### config.mk
export PLATFORM = sky130hd
export DESIGN_NAME = wire_reg_rx
export DESIGN_NICKNAME = d
export VERILOG_FILES = /design/src/rtl/wrx_pkg.sv /design/src/rtl/wrx_datapath.sv /design/src/rtl/wrx_ctrl.sv /design/src/rtl/wire_reg_rx.sv
export SDC_FILE = /design/constraint.sdc
export NUM_CORES = 1
export LEC_CHECK = 0
export BUFFER_PORTS_ARGS = -buffer_cell sky130_fd_sc_hd__clkbuf_2
export CORE_ASPECT_RATIO = 0.6
export CORE_MARGIN = 1
export CORE_UTILIZATION = 49
export DETAILED_ROUTE_END_ITERATION = 10
export GPL_ROUTABILITY_DRIVEN = 0
export GPL_TIMING_DRIVEN = 0
export PLACE_DENSITY = 0.66
export SYNTH_ARGS = -nofsm -noshare
export SYNTH_HDL_FRONTEND = slang
export SYNTH_HIERARCHICAL = 1
export SYNTH_SLANG_ARGS = --single-unit
### constraint.sdc
create_clock -name clk -period 8.9 [get_ports clk]
set_input_delay 0.445 -clock clk [delete_from_list [all_inputs] [get_ports clk]]
set_output_delay 0.445 -clock clk [all_outputs]
set_load 0.01 [all_outputs]
### src/rtl/wrx_pkg.sv
package wrx_pkg;

  localparam int ADDR_W     = 5;
  localparam int DATA_W     = 8;
  localparam int FRAME_BITS = ADDR_W + DATA_W;
  localparam int STBY_BITS  = 5;

  typedef enum logic [2:0] {
    ST_IDLE, ST_WAKE_LO, ST_WAKE_HI, ST_CAL_LO,
    ST_CAL_HI, ST_BITS, ST_TAIL, ST_STANDBY
  } rxState_e;

  // strobes from control to datapath
  typedef struct packed {
    logic calClr;
    logic perLoad;
    logic bitClr;
    logic sampleTake;
    logic stbClr;
    logic commit;
    logic err;
  } rxCtl_t;

  // status from datapath to control
  typedef struct packed {
    logic rise;
    logic fall;
    logic lineF;
    logic calOver;
    logic perBad;
    logic atHalf;
    logic atEnd;
    logic firstBit;
    logic lastBit;
    logic stbDone;
  } rxStat_t;

endpackage

### src/rtl/wrx_datapath.sv
module wrx_datapath
  import wrx_pkg::*;
#(
  parameter int MIN_PER = 20,
  parameter int MAX_PER = 250
) (
  input  logic                clk,
  input  logic                rstN,
  input  logic                lineIn,
  input  rxCtl_t              ctl,
  output rxStat_t             stat,
  output logic [ADDR_W-1:0]   wrAddr,
  output logic [DATA_W-1:0]   wrData,
  output logic                wrStrobe,
  output logic                frameErr
);

  localparam int CAL_LIM = 2 * MAX_PER + 2;
  localparam int CW      = $clog2(CAL_LIM + 1);
  localparam int PW      = $clog2(MAX_PER + 1);
  localparam int SW      = $clog2(STBY_BITS * MAX_PER + 1);
  localparam int IW      = $clog2(FRAME_BITS + 1);
  localparam int FILT_N  = 3;

  // input conditioning
  logic [1:0]        syncQ;
  logic [FILT_N-1:0] filtQ;
  logic              lineF, lineD;

  always_ff @(posedge clk) begin
    if (!rstN) begin
      syncQ <= '1;
      filtQ <= '1;
      lineF <= 1'b1;
      lineD <= 1'b1;
    end else begin
      syncQ <= {syncQ[0], lineIn};
      filtQ <= {filtQ[FILT_N-2:0], syncQ[1]};
      lineF <= (filtQ[0] & filtQ[1]) | (filtQ[0] & filtQ[2]) | (filtQ[1] & filtQ[2]);
      lineD <= lineF;
    end
  end

  logic rise, fall;
  assign rise = lineF & ~lineD;
  assign fall = ~lineF & lineD;

  // calibration counter and period
  logic [CW-1:0] calCnt;
  logic [CW:0]   meas;
  logic [PW-1:0] period;

  always_ff @(posedge clk) begin
    if (!rstN)                     calCnt <= '0;
    else if (ctl.calClr)           calCnt <= '0;
    else if (calCnt != CW'(CAL_LIM)) calCnt <= calCnt + 1'b1;
  end

  assign meas = ({1'b0, calCnt} + 1'b1) >> 1;

  always_ff @(posedge clk) begin
    if (!rstN)            period <= '0;
    else if (ctl.perLoad) period <= meas[PW-1:0];
  end

  // bit phase, re-aligned on every filtered edge
  logic [PW-1:0] phase;
  logic          atEnd;
  assign atEnd = (phase == period - 1'b1);

  always_ff @(posedge clk) begin
    if (!rstN)                              phase <= '0;
    else if (ctl.bitClr || rise || fall || atEnd) phase <= '0;
    else                                    phase <= phase + 1'b1;
  end

  // bit index and shift register
  logic [IW-1:0]         bitIdx;
  logic [FRAME_BITS-1:0] shiftQ;

  always_ff @(posedge clk) begin
    if (!rstN) begin
      bitIdx <= '0;
      shiftQ <= '0;
    end else if (ctl.bitClr) begin
      bitIdx <= '0;
    end else if (ctl.sampleTake) begin
      bitIdx <= bitIdx + 1'b1;
      shiftQ <= {shiftQ[FRAME_BITS-2:0], lineF};
    end
  end

  // standby counter
  logic [SW-1:0] stbCnt;
  logic [SW-1:0] stbLim;
  assign stbLim = SW'(period) + (SW'(period) << 2);

  always_ff @(posedge clk) begin
    if (!rstN)           stbCnt <= '0;
    else if (ctl.stbClr) stbCnt <= '0;
    else                 stbCnt <= stbCnt + 1'b1;
  end

  // output registers
  always_ff @(posedge clk) begin
    if (!rstN) begin
      wrAddr   <= '0;
      wrData   <= '0;
      wrStrobe <= 1'b0;
      frameErr <= 1'b0;
    end else begin
      wrStrobe <= ctl.commit;
      frameErr <= ctl.err;
      if (ctl.commit) begin
        wrAddr <= shiftQ[FRAME_BITS-1:DATA_W];
        wrData <= shiftQ[DATA_W-1:0];
      end
    end
  end

  always_comb begin
    stat          = '0;
    stat.rise     = rise;
    stat.fall     = fall;
    stat.lineF    = lineF;
    stat.calOver  = (calCnt == CW'(CAL_LIM));
    stat.perBad   = (meas < (CW+1)'(MIN_PER)) || (meas > (CW+1)'(MAX_PER));
    stat.atHalf   = (phase == (period >> 1));
    stat.atEnd    = atEnd;
    stat.firstBit = (bitIdx == '0);
    stat.lastBit  = (bitIdx == IW'(FRAME_BITS));
    stat.stbDone  = (stbCnt == stbLim - 1'b1);
  end

endmodule

### src/rtl/wrx_ctrl.sv
module wrx_ctrl
  import wrx_pkg::*;
(
  input  logic    clk,
  input  logic    rstN,
  input  logic    oscReady,
  input  rxStat_t stat,
  output rxCtl_t  ctl,
  output logic    busy
);

  rxState_e st, nxt;

  always_ff @(posedge clk) begin
    if (!rstN) st <= ST_IDLE;
    else       st <= nxt;
  end

  always_comb begin
    nxt = st;
    ctl = '0;
    unique case (st)
      ST_IDLE:    if (stat.fall) nxt = ST_WAKE_LO;
      ST_WAKE_LO: if (stat.rise) nxt = ST_WAKE_HI;
      ST_WAKE_HI: if (stat.fall) begin
                    nxt        = ST_CAL_LO;
                    ctl.calClr = 1'b1;
                  end
      ST_CAL_LO:  if (stat.calOver) begin
                    ctl.err = 1'b1;
                    nxt     = ST_IDLE;
                  end else if (stat.rise) begin
                    nxt = ST_CAL_HI;
                  end
      ST_CAL_HI:  if (stat.calOver) begin
                    ctl.err = 1'b1;
                    nxt     = ST_IDLE;
                  end else if (stat.fall) begin
                    if (stat.perBad) begin
                      ctl.err = 1'b1;
                      nxt     = ST_IDLE;
                    end else begin
                      ctl.perLoad = 1'b1;
                      ctl.bitClr  = 1'b1;
                      nxt         = ST_BITS;
                    end
                  end
      ST_BITS:    if (stat.atHalf) begin
                    if (stat.firstBit && stat.lineF) begin
                      ctl.err = 1'b1;
                      nxt     = ST_IDLE;
                    end else begin
                      ctl.sampleTake = 1'b1;
                      if (stat.lastBit) nxt = ST_TAIL;
                    end
                  end
      ST_TAIL:    if (stat.rise || (stat.atEnd && stat.lineF)) begin
                    ctl.stbClr = 1'b1;
                    nxt        = ST_STANDBY;
                  end
      ST_STANDBY: if (!stat.lineF) begin
                    nxt = ST_IDLE;
                  end else if (stat.stbDone) begin
                    ctl.commit = 1'b1;
                    nxt        = ST_IDLE;
                  end
      default:    nxt = ST_IDLE;
    endcase
    if (!oscReady) begin
      nxt = ST_IDLE;
      ctl = '0;
    end
  end

  assign busy = (st != ST_IDLE);

endmodule

### src/rtl/wire_reg_rx.sv
module wire_reg_rx
  import wrx_pkg::*;
#(
  parameter int MIN_PER = 20,
  parameter int MAX_PER = 250
) (
  input  logic              clk,
  input  logic              rstN,
  input  logic              lineIn,
  input  logic              oscReady,
  output logic [ADDR_W-1:0] wrAddr,
  output logic [DATA_W-1:0] wrData,
  output logic              wrStrobe,
  output logic              frameErr,
  output logic              busy
);

  rxCtl_t  ctl;
  rxStat_t stat;

  wrx_ctrl u_ctrl (
    .clk      (clk),
    .rstN     (rstN),
    .oscReady (oscReady),
    .stat     (stat),
    .ctl      (ctl),
    .busy     (busy)
  );

  wrx_datapath #(
    .MIN_PER (MIN_PER),
    .MAX_PER (MAX_PER)
  ) u_dp (
    .clk      (clk),
    .rstN     (rstN),
    .lineIn   (lineIn),
    .ctl      (ctl),
    .stat     (stat),
    .wrAddr   (wrAddr),
    .wrData   (wrData),
    .wrStrobe (wrStrobe),
    .frameErr (frameErr)
  );

endmodule

Word level (Yosys, flattened, before mapping)
Index checks and enable logic that the tools add are counted.
Word-level totals
  flip-flop bits (word level): 78
  word-level logic and storage cells: 112
  input bits: 4
Cells by class
  order comparisons: 2
  reductions and logical operators: 17
  add/sub/neg operators: 8
  eq/ne operators: 22
  bitwise logic cells: 11
  mux-type cells: 37
Operator list (count)
  $mux 3: 14
  $pmux 3 s8: 1
  $mux 1: 16
  $eq 3x3->1 const B: 4
  $add 11x1->11 const B: 1
  $add 8x10->11: 1
  $eq 11x11->1: 1
  $sub 11x1->11 const B: 1
  $add 9x1->10 const B: 1
  $add 9x1->9 const B: 1
  $eq 9x9->1 const B: 1
  $gt 9x8->1 const B: 1
  $lt 9x5->1 const B: 1
  $ne 3x2->1 const B: 3
  $ne 9x9->1 const B: 1
  $reduce_and 9->1: 1
  $add 8x1->8 const B: 1
  $eq 8x7->1: 1
  $eq 8x8->1: 1
  $mux 2: 4
  $ne 2x1->1 const B: 4
  $reduce_or 2->1: 4
  $sub 8x1->8 const B: 1
  $mux 7: 1
  16 further kinds: 31

Longest topological paths before layout
  depth after elaboration: 12
  mapped depth: 16

Cells and area by module
Netlist, hierarchy kept.
Modules (own cells, without submodules)
  wrx_datapath: area each 4008.8 um2, cells an instance 458, sequential area each 1501.4 um2, instances 1
  wrx_ctrl: area each 421.7 um2, cells an instance 57, sequential area each 60.1 um2, instances 1

Least setup slack after synthesis
No wires, ideal clock.
  path kind: register to register
  from: reg u_dp.period[3]
  to: reg u_dp.wrAddr[0]
  setup time: 0.116 ns
  period minus slack after synthesis: 3.889 ns
  path slack: 5.011 ns
  stages on the path, launching flop included: 17
  arrival time: 3.772 ns
  path buffers: 3
  cell sequence: dfxtp_1 -> clkbuf_1 -> inv_1 -> ha_1 -> inv_1 -> ha_1 -> nor2b_1 -> o2111ai_1 -> and4_1 -> a311o_1 -> a2111oi_0 -> nand3_1 -> nor2_1 -> clkbuf_1 -> clkbuf_1 -> mux2i_1 -> nor2b_1
RTL lines
  start: declaration: line wrx_datapath.sv:51  | logic [PW-1:0] period;
  start signal: assignment: line wrx_datapath.sv:63  | else if (ctl.perLoad) period <= meas[PW-1:0];
  end signal: assignment: line wrx_datapath.sv:115  | wrAddr <= shiftQ[FRAME_BITS-1:DATA_W];
  end: declaration: line wrx_datapath.sv:12  | output logic [ADDR_W-1:0] wrAddr,

==> impl_summary.md <==
Pwr
The maximum ir drop on the vdd rail is 96.91 uV. The leakage power is 1.921 nW. In this run the power density over the cells is 152.2 mW/mm^2.

The post-route total power is 757.2 uW.

Timing
The final period utilization is 0.5745. At the pin with the least slew margin, the transition time is a little over 1 ns. The final number of hold-violating endpoints was 0.

The worst-case setup margin in the final layout is 3.787 ns. Setup repair after global routing left no endpoint under its margin. The minimum period implied by the final worst setup slack is 5.113 ns. The worst max-slew margin expressed relative to the limit is 0.3104. Setup violations remaining at the end of the flow were counted as 0. The worst hold slack after final layout is ~0.30 ns. The maximum clock rate is about 200 MHz.

The number of max-slew violations in the final report is 0. For the final database, setup skew stands at 0.006722 ns. Setup total negative slack on the finished layout was measured at 0 ns.

Hold path
The kind of path behind the tightest hold check is in2reg. The endpoint of the worst hold path is u_dp/syncQ[0]. The instance count along the most critical hold path is 2. The startpoint identified for the worst hold timing path is lineIn.

Logic synthesis
The count of flip-flops with a built-in enable after synthesis is 0. Summed over all instances, the cell type with the most area after synthesis is sky130_fd_sc_hd__dfxtp_1. The average instance in the mapped netlist occupies 8.603 um^2. The share of the Yosys chip area taken by registers is 0.3524. The distinct cell type count of the synthesized netlist is 57.

In the synthesized netlist the dominant register cell turns out to be sky130_fd_sc_hd__dfxtp_1. During synthesis, Yosys emitted a total of 6 warnings. The number of nets in the synthesized netlist is 543.

The post-synth design cell area is about 0.0044 mm^2. The share of synthesized area in the top cell type comes to 0.3524. The count of mapped cells out of synthesis is 515. Sorting the synthesized cells by area gives the leading types as sky130_fd_sc_hd__dfxtp_1 35%, sky130_fd_sc_hd__xnor2_1 6.9%, sky130_fd_sc_hd__ha_1 6.5%, sky130_fd_sc_hd__xor2_1 4.3%, sky130_fd_sc_hd__nand2_1 4.0%. After synthesis the netlist holds a flip-flop and latch count of between 70 and 80. The proportion of register bits with asynchronous set or reset after synthesis is 0.

CTS
TritonCTS built the clock tree. In this run the deepest clock path goes through 2 buffers. The clock reaches the later pin of the worst-skew pair after 0.33 ns. In this run the post-CTS setup repair buffer count came out at 0.

The number of H-tree branching levels is 3. In this run, post-CTS hold repair placed 0 buffers. The clock buffer count from CTS is 9. The number of clock sinks is 78.

In this run, post-CTS repair resized a total of 0 instances. Clock tree synthesis selected as its root buffer the cell sky130_fd_sc_hd__clkbuf_16. Clock-pin slew was measured on the worst setup and hold paths at 0.06 ns.

Floorplan
The area enclosed by the die boundary is 0.009439 mm^2. In this run the core area contains 26 standard-cell rows. In this run the horizontal extent of the chip is 124.8 um. The core region is 0.008653 mm^2. The effective utilization at floorplan is 0.5120.

The die extent in y is 75.66 um. The I/O pin count is 20.

Setup path
The total buffers and inverters traversed by the critical path is 4. The startpoint of the worst-slack reg-to-reg timing path is u_dp/period[0]. The data arrival at the endpoint of the critical path is 5.33 ns. The worst stage delay on the critical path is 0.86 ns.

The highest fanout seen on the critical path is 10. Traced cell by cell, the critical path runs through inv_1, ha_1, inv_1, ha_1, a211oi_1, o211ai_1, a311o_1, a2111oi_0, nand3_1, nor2_1, clkbuf_1, clkbuf_1, mux2i_1, nor2b_1. The type of the setup path with the least slack is reg2reg.

The endpoint identified for the worst register-to-register timing path is u_dp/wrAddr[0]. The cell class contributing the biggest share of worst-path delay is compound AO/OA/AOI/OAI gates. For the worst flop-to-flop path, the logic depth is 14.

The startpoint type of the worst setup path is a register. For the worst setup path, the data required time is 9.12 ns. STA classifies the critical path endpoint as a register. The setup slack of the worst register-to-register path is 3.79 ns.

The cell with the largest stage delay on the worst path is sky130_fd_sc_hd__a2111oi_0.

Job
The number of maximum-capacitance constraint violations is 0.

Layout
In the final layout, the share of cells above drive strength 1 is 0.1111. In the final design database the tool counted 573 nets. Compared with the post-synthesis result, the final layout area differs by 12.28%.

The filler cell count in the final layout is between 700 and 800. The post-layout instance area is slightly below 0.005 mm^2. The antenna diode count is 0. Once layout is complete, the cells apart from fillers number about 660.

Measured on the finished design, the core utilization comes to 0.5749.

Global route
The number of antenna violations at the first check in global routing was 0. The overall track demand over capacity in global routing is 0.2165. The aggregate global routing overflow is 0. Entering global routing, the biggest net connects 13 pins. The first global-routing pass estimated around 16 mm of wire. The number of global-route vias before repair is 3230.

Drt
The detail-routed net length per standard cell is 14.71 um. The sum of routed wire length over all layers is roughly 10 mm. Once detail routing completed, the nets flagged for antenna violations numbered 0.

For this run, design rule violations remaining after detail routing come to 0. For this block, the via count after detailed routing is roughly 3600. The DRC violation total after the first TritonRoute iteration is ~190.

After detailed routing, the number of vias per cell comes to 5.448. The first detailed-routing pass ran for 5 iterations.

Placed design
Summed over all nets, the half-perimeter wirelength after detailed placement is 7.577 mm. Including well taps, the total number of placed cells is 646. In this run the cell area measured after placement is 0.004666 mm^2. Buffers placed on the I/O ports in this run total 19. OpenSTA, run right after detailed placement, puts the worst setup slack at 3.842 ns.

Status
The flow ran to the end, and the final reports show no timing, DRC or antenna violations.
==> logic make-up (layout without fill, tap and decap cells) <==
kind of cell    count (synthesis)  after routing  share of synthesized area
compound gates                 74             74                     0.1243
xor+xnor                       57             57                     0.1127
fa+ha+maj                      24             24                    0.06947
buf+inv                        62             96                    0.06072
flops                          78             78                     0.3524
mux                            16             16                    0.03699
simple gates                  204            204                     0.2434
==> layer usage <==
layer | routed length [um] | global-route usage | part of all wire
met5 | 0 | 0 | 0
met4 | 48 | 0.03978 | 0.0049
met3 | 547 | 0.06390 | 0.056
met2 | 3732 | 0.3052 | 0.38
met1 | 5394 | 0.3241 | 0.55
==> worst max path at each step <==
stage	start	end	slack, ns	depth (start not counted)
detailed placement	u_dp/period[0]	u_dp/wrAddr[0]	3.84	14
global placement	u_dp/period[0]	u_dp/wrData[3]	4.01	14
finish	u_dp/period[0]	u_dp/wrAddr[0]	3.79	14
CTS	u_dp/period[0]	u_dp/wrAddr[0]	3.79	14
global route	u_dp/period[0]	u_dp/wrData[4]	3.45	14
floorplan	u_dp/period[3]	u_dp/wrAddr[0]	5.01	16
==> registers in the layout, indices dropped and copies added, names as in the netlist, 2 cells and up <==
signal and count:
u_dp/shiftQ 13, u_dp/stbCnt 11, u_dp/calCnt 9, u_dp/period 8
u_dp/phase 8, u_dp/wrData 8, u_dp/wrAddr 5, u_dp/bitIdx 4
u_ctrl/st 3, u_dp/filtQ 3, u_dp/syncQ 2
==> cell usage after synthesis, types with 2 or more instances <==
master                      count
sky130_fd_sc_hd__nand3b_1       2
sky130_fd_sc_hd__or3_1          6
sky130_fd_sc_hd__buf_2          3
sky130_fd_sc_hd__nor3_1        15
sky130_fd_sc_hd__nor3b_1        4
sky130_fd_sc_hd__a2111oi_0      3
sky130_fd_sc_hd__nand3_1       21
sky130_fd_sc_hd__a21boi_0      13
sky130_fd_sc_hd__o22ai_1        4
sky130_fd_sc_hd__ha_1          23
sky130_fd_sc_hd__a211oi_1       4
sky130_fd_sc_hd__inv_1         30
sky130_fd_sc_hd__mux2i_1       15
sky130_fd_sc_hd__nor2_1        44
sky130_fd_sc_hd__xor2_1        22
sky130_fd_sc_hd__o211ai_1       6
sky130_fd_sc_hd__nor2b_1       18
sky130_fd_sc_hd__a211oi_2       2
sky130_fd_sc_hd__o21ai_0        5
sky130_fd_sc_hd__xnor2_1       35
sky130_fd_sc_hd__nand2_1       47
sky130_fd_sc_hd__nor4_4         2
sky130_fd_sc_hd__a21oi_1       12
sky130_fd_sc_hd__a21o_1         3
sky130_fd_sc_hd__and3_1         9
sky130_fd_sc_hd__buf_4          8
sky130_fd_sc_hd__dfxtp_1       78
sky130_fd_sc_hd__nor4_1         2
sky130_fd_sc_hd__a31oi_1        3
sky130_fd_sc_hd__clkbuf_2       2
sky130_fd_sc_hd__nand2b_1      13
sky130_fd_sc_hd__o211a_1        8
sky130_fd_sc_hd__o21a_1         4
sky130_fd_sc_hd__clkbuf_1      17
sky130_fd_sc_hd__nor4b_1        2
sky130_fd_sc_hd__and2_1         6
sky130_fd_sc_hd__nand4_1        4
==> cell type report <==
type	instances	area (um^2)	area share
Sequential cell	78	1562	0.3139
Clock inverter	3	42.54	0.008551
Multi-Input combinational cell	375	2600	0.5226
Inverter	31	116.4	0.02339
Clock buffer	12	266.5	0.05357
Buffer	31	152.6	0.03068
Tap cell	112	140.1	0.02817
Timing Repair Buffer	19	95.09	0.01911
==> cell usage in the layout, fill, tap and decap left out, drive strengths merged, types with 8 or more instances in the layout <==
| cell | Yosys | layout |
|---|---|---|
| dfxtp | 78 | 78 |
| clkbuf | 19 | 50 |
| nand2 | 47 | 47 |
| nor2 | 45 | 45 |
| xnor2 | 35 | 35 |
| inv | 31 | 31 |
| ha | 23 | 23 |
| xor2 | 22 | 22 |
| nand3 | 21 | 21 |
| nor2b | 18 | 18 |
| mux2i | 16 | 16 |
| nor3 | 15 | 15 |
| nand2b | 13 | 13 |
| a21boi | 13 | 13 |
| a21oi | 12 | 12 |
| buf | 12 | 12 |
| and3 | 9 | 9 |
| o211a | 8 | 8 |
==> worst reg2reg max path, stage by stage (launching register included) <==
cell and delay [ns]:
sky130_fd_sc_hd__dfxtp_1 0.58, sky130_fd_sc_hd__inv_1 0.13, sky130_fd_sc_hd__ha_1 0.34, sky130_fd_sc_hd__inv_1 0.05, sky130_fd_sc_hd__ha_1 0.27, sky130_fd_sc_hd__a211oi_1 0.61, sky130_fd_sc_hd__o211ai_1 0.20, sky130_fd_sc_hd__a311o_1 0.35
sky130_fd_sc_hd__a2111oi_0 0.86, sky130_fd_sc_hd__nand3_1 0.15, sky130_fd_sc_hd__nor2_1 0.17, sky130_fd_sc_hd__clkbuf_1 0.33, sky130_fd_sc_hd__clkbuf_1 0.62, sky130_fd_sc_hd__mux2i_1 0.28, sky130_fd_sc_hd__nor2b_1 0.06
==> report_power, final <==
part,switching [mW],internal [mW]
clock,0.134,0.238
combinational,0.0158,0.0109
sequential,0.00474,0.354
No activity file was read; power rests on OpenSTA's default activity.
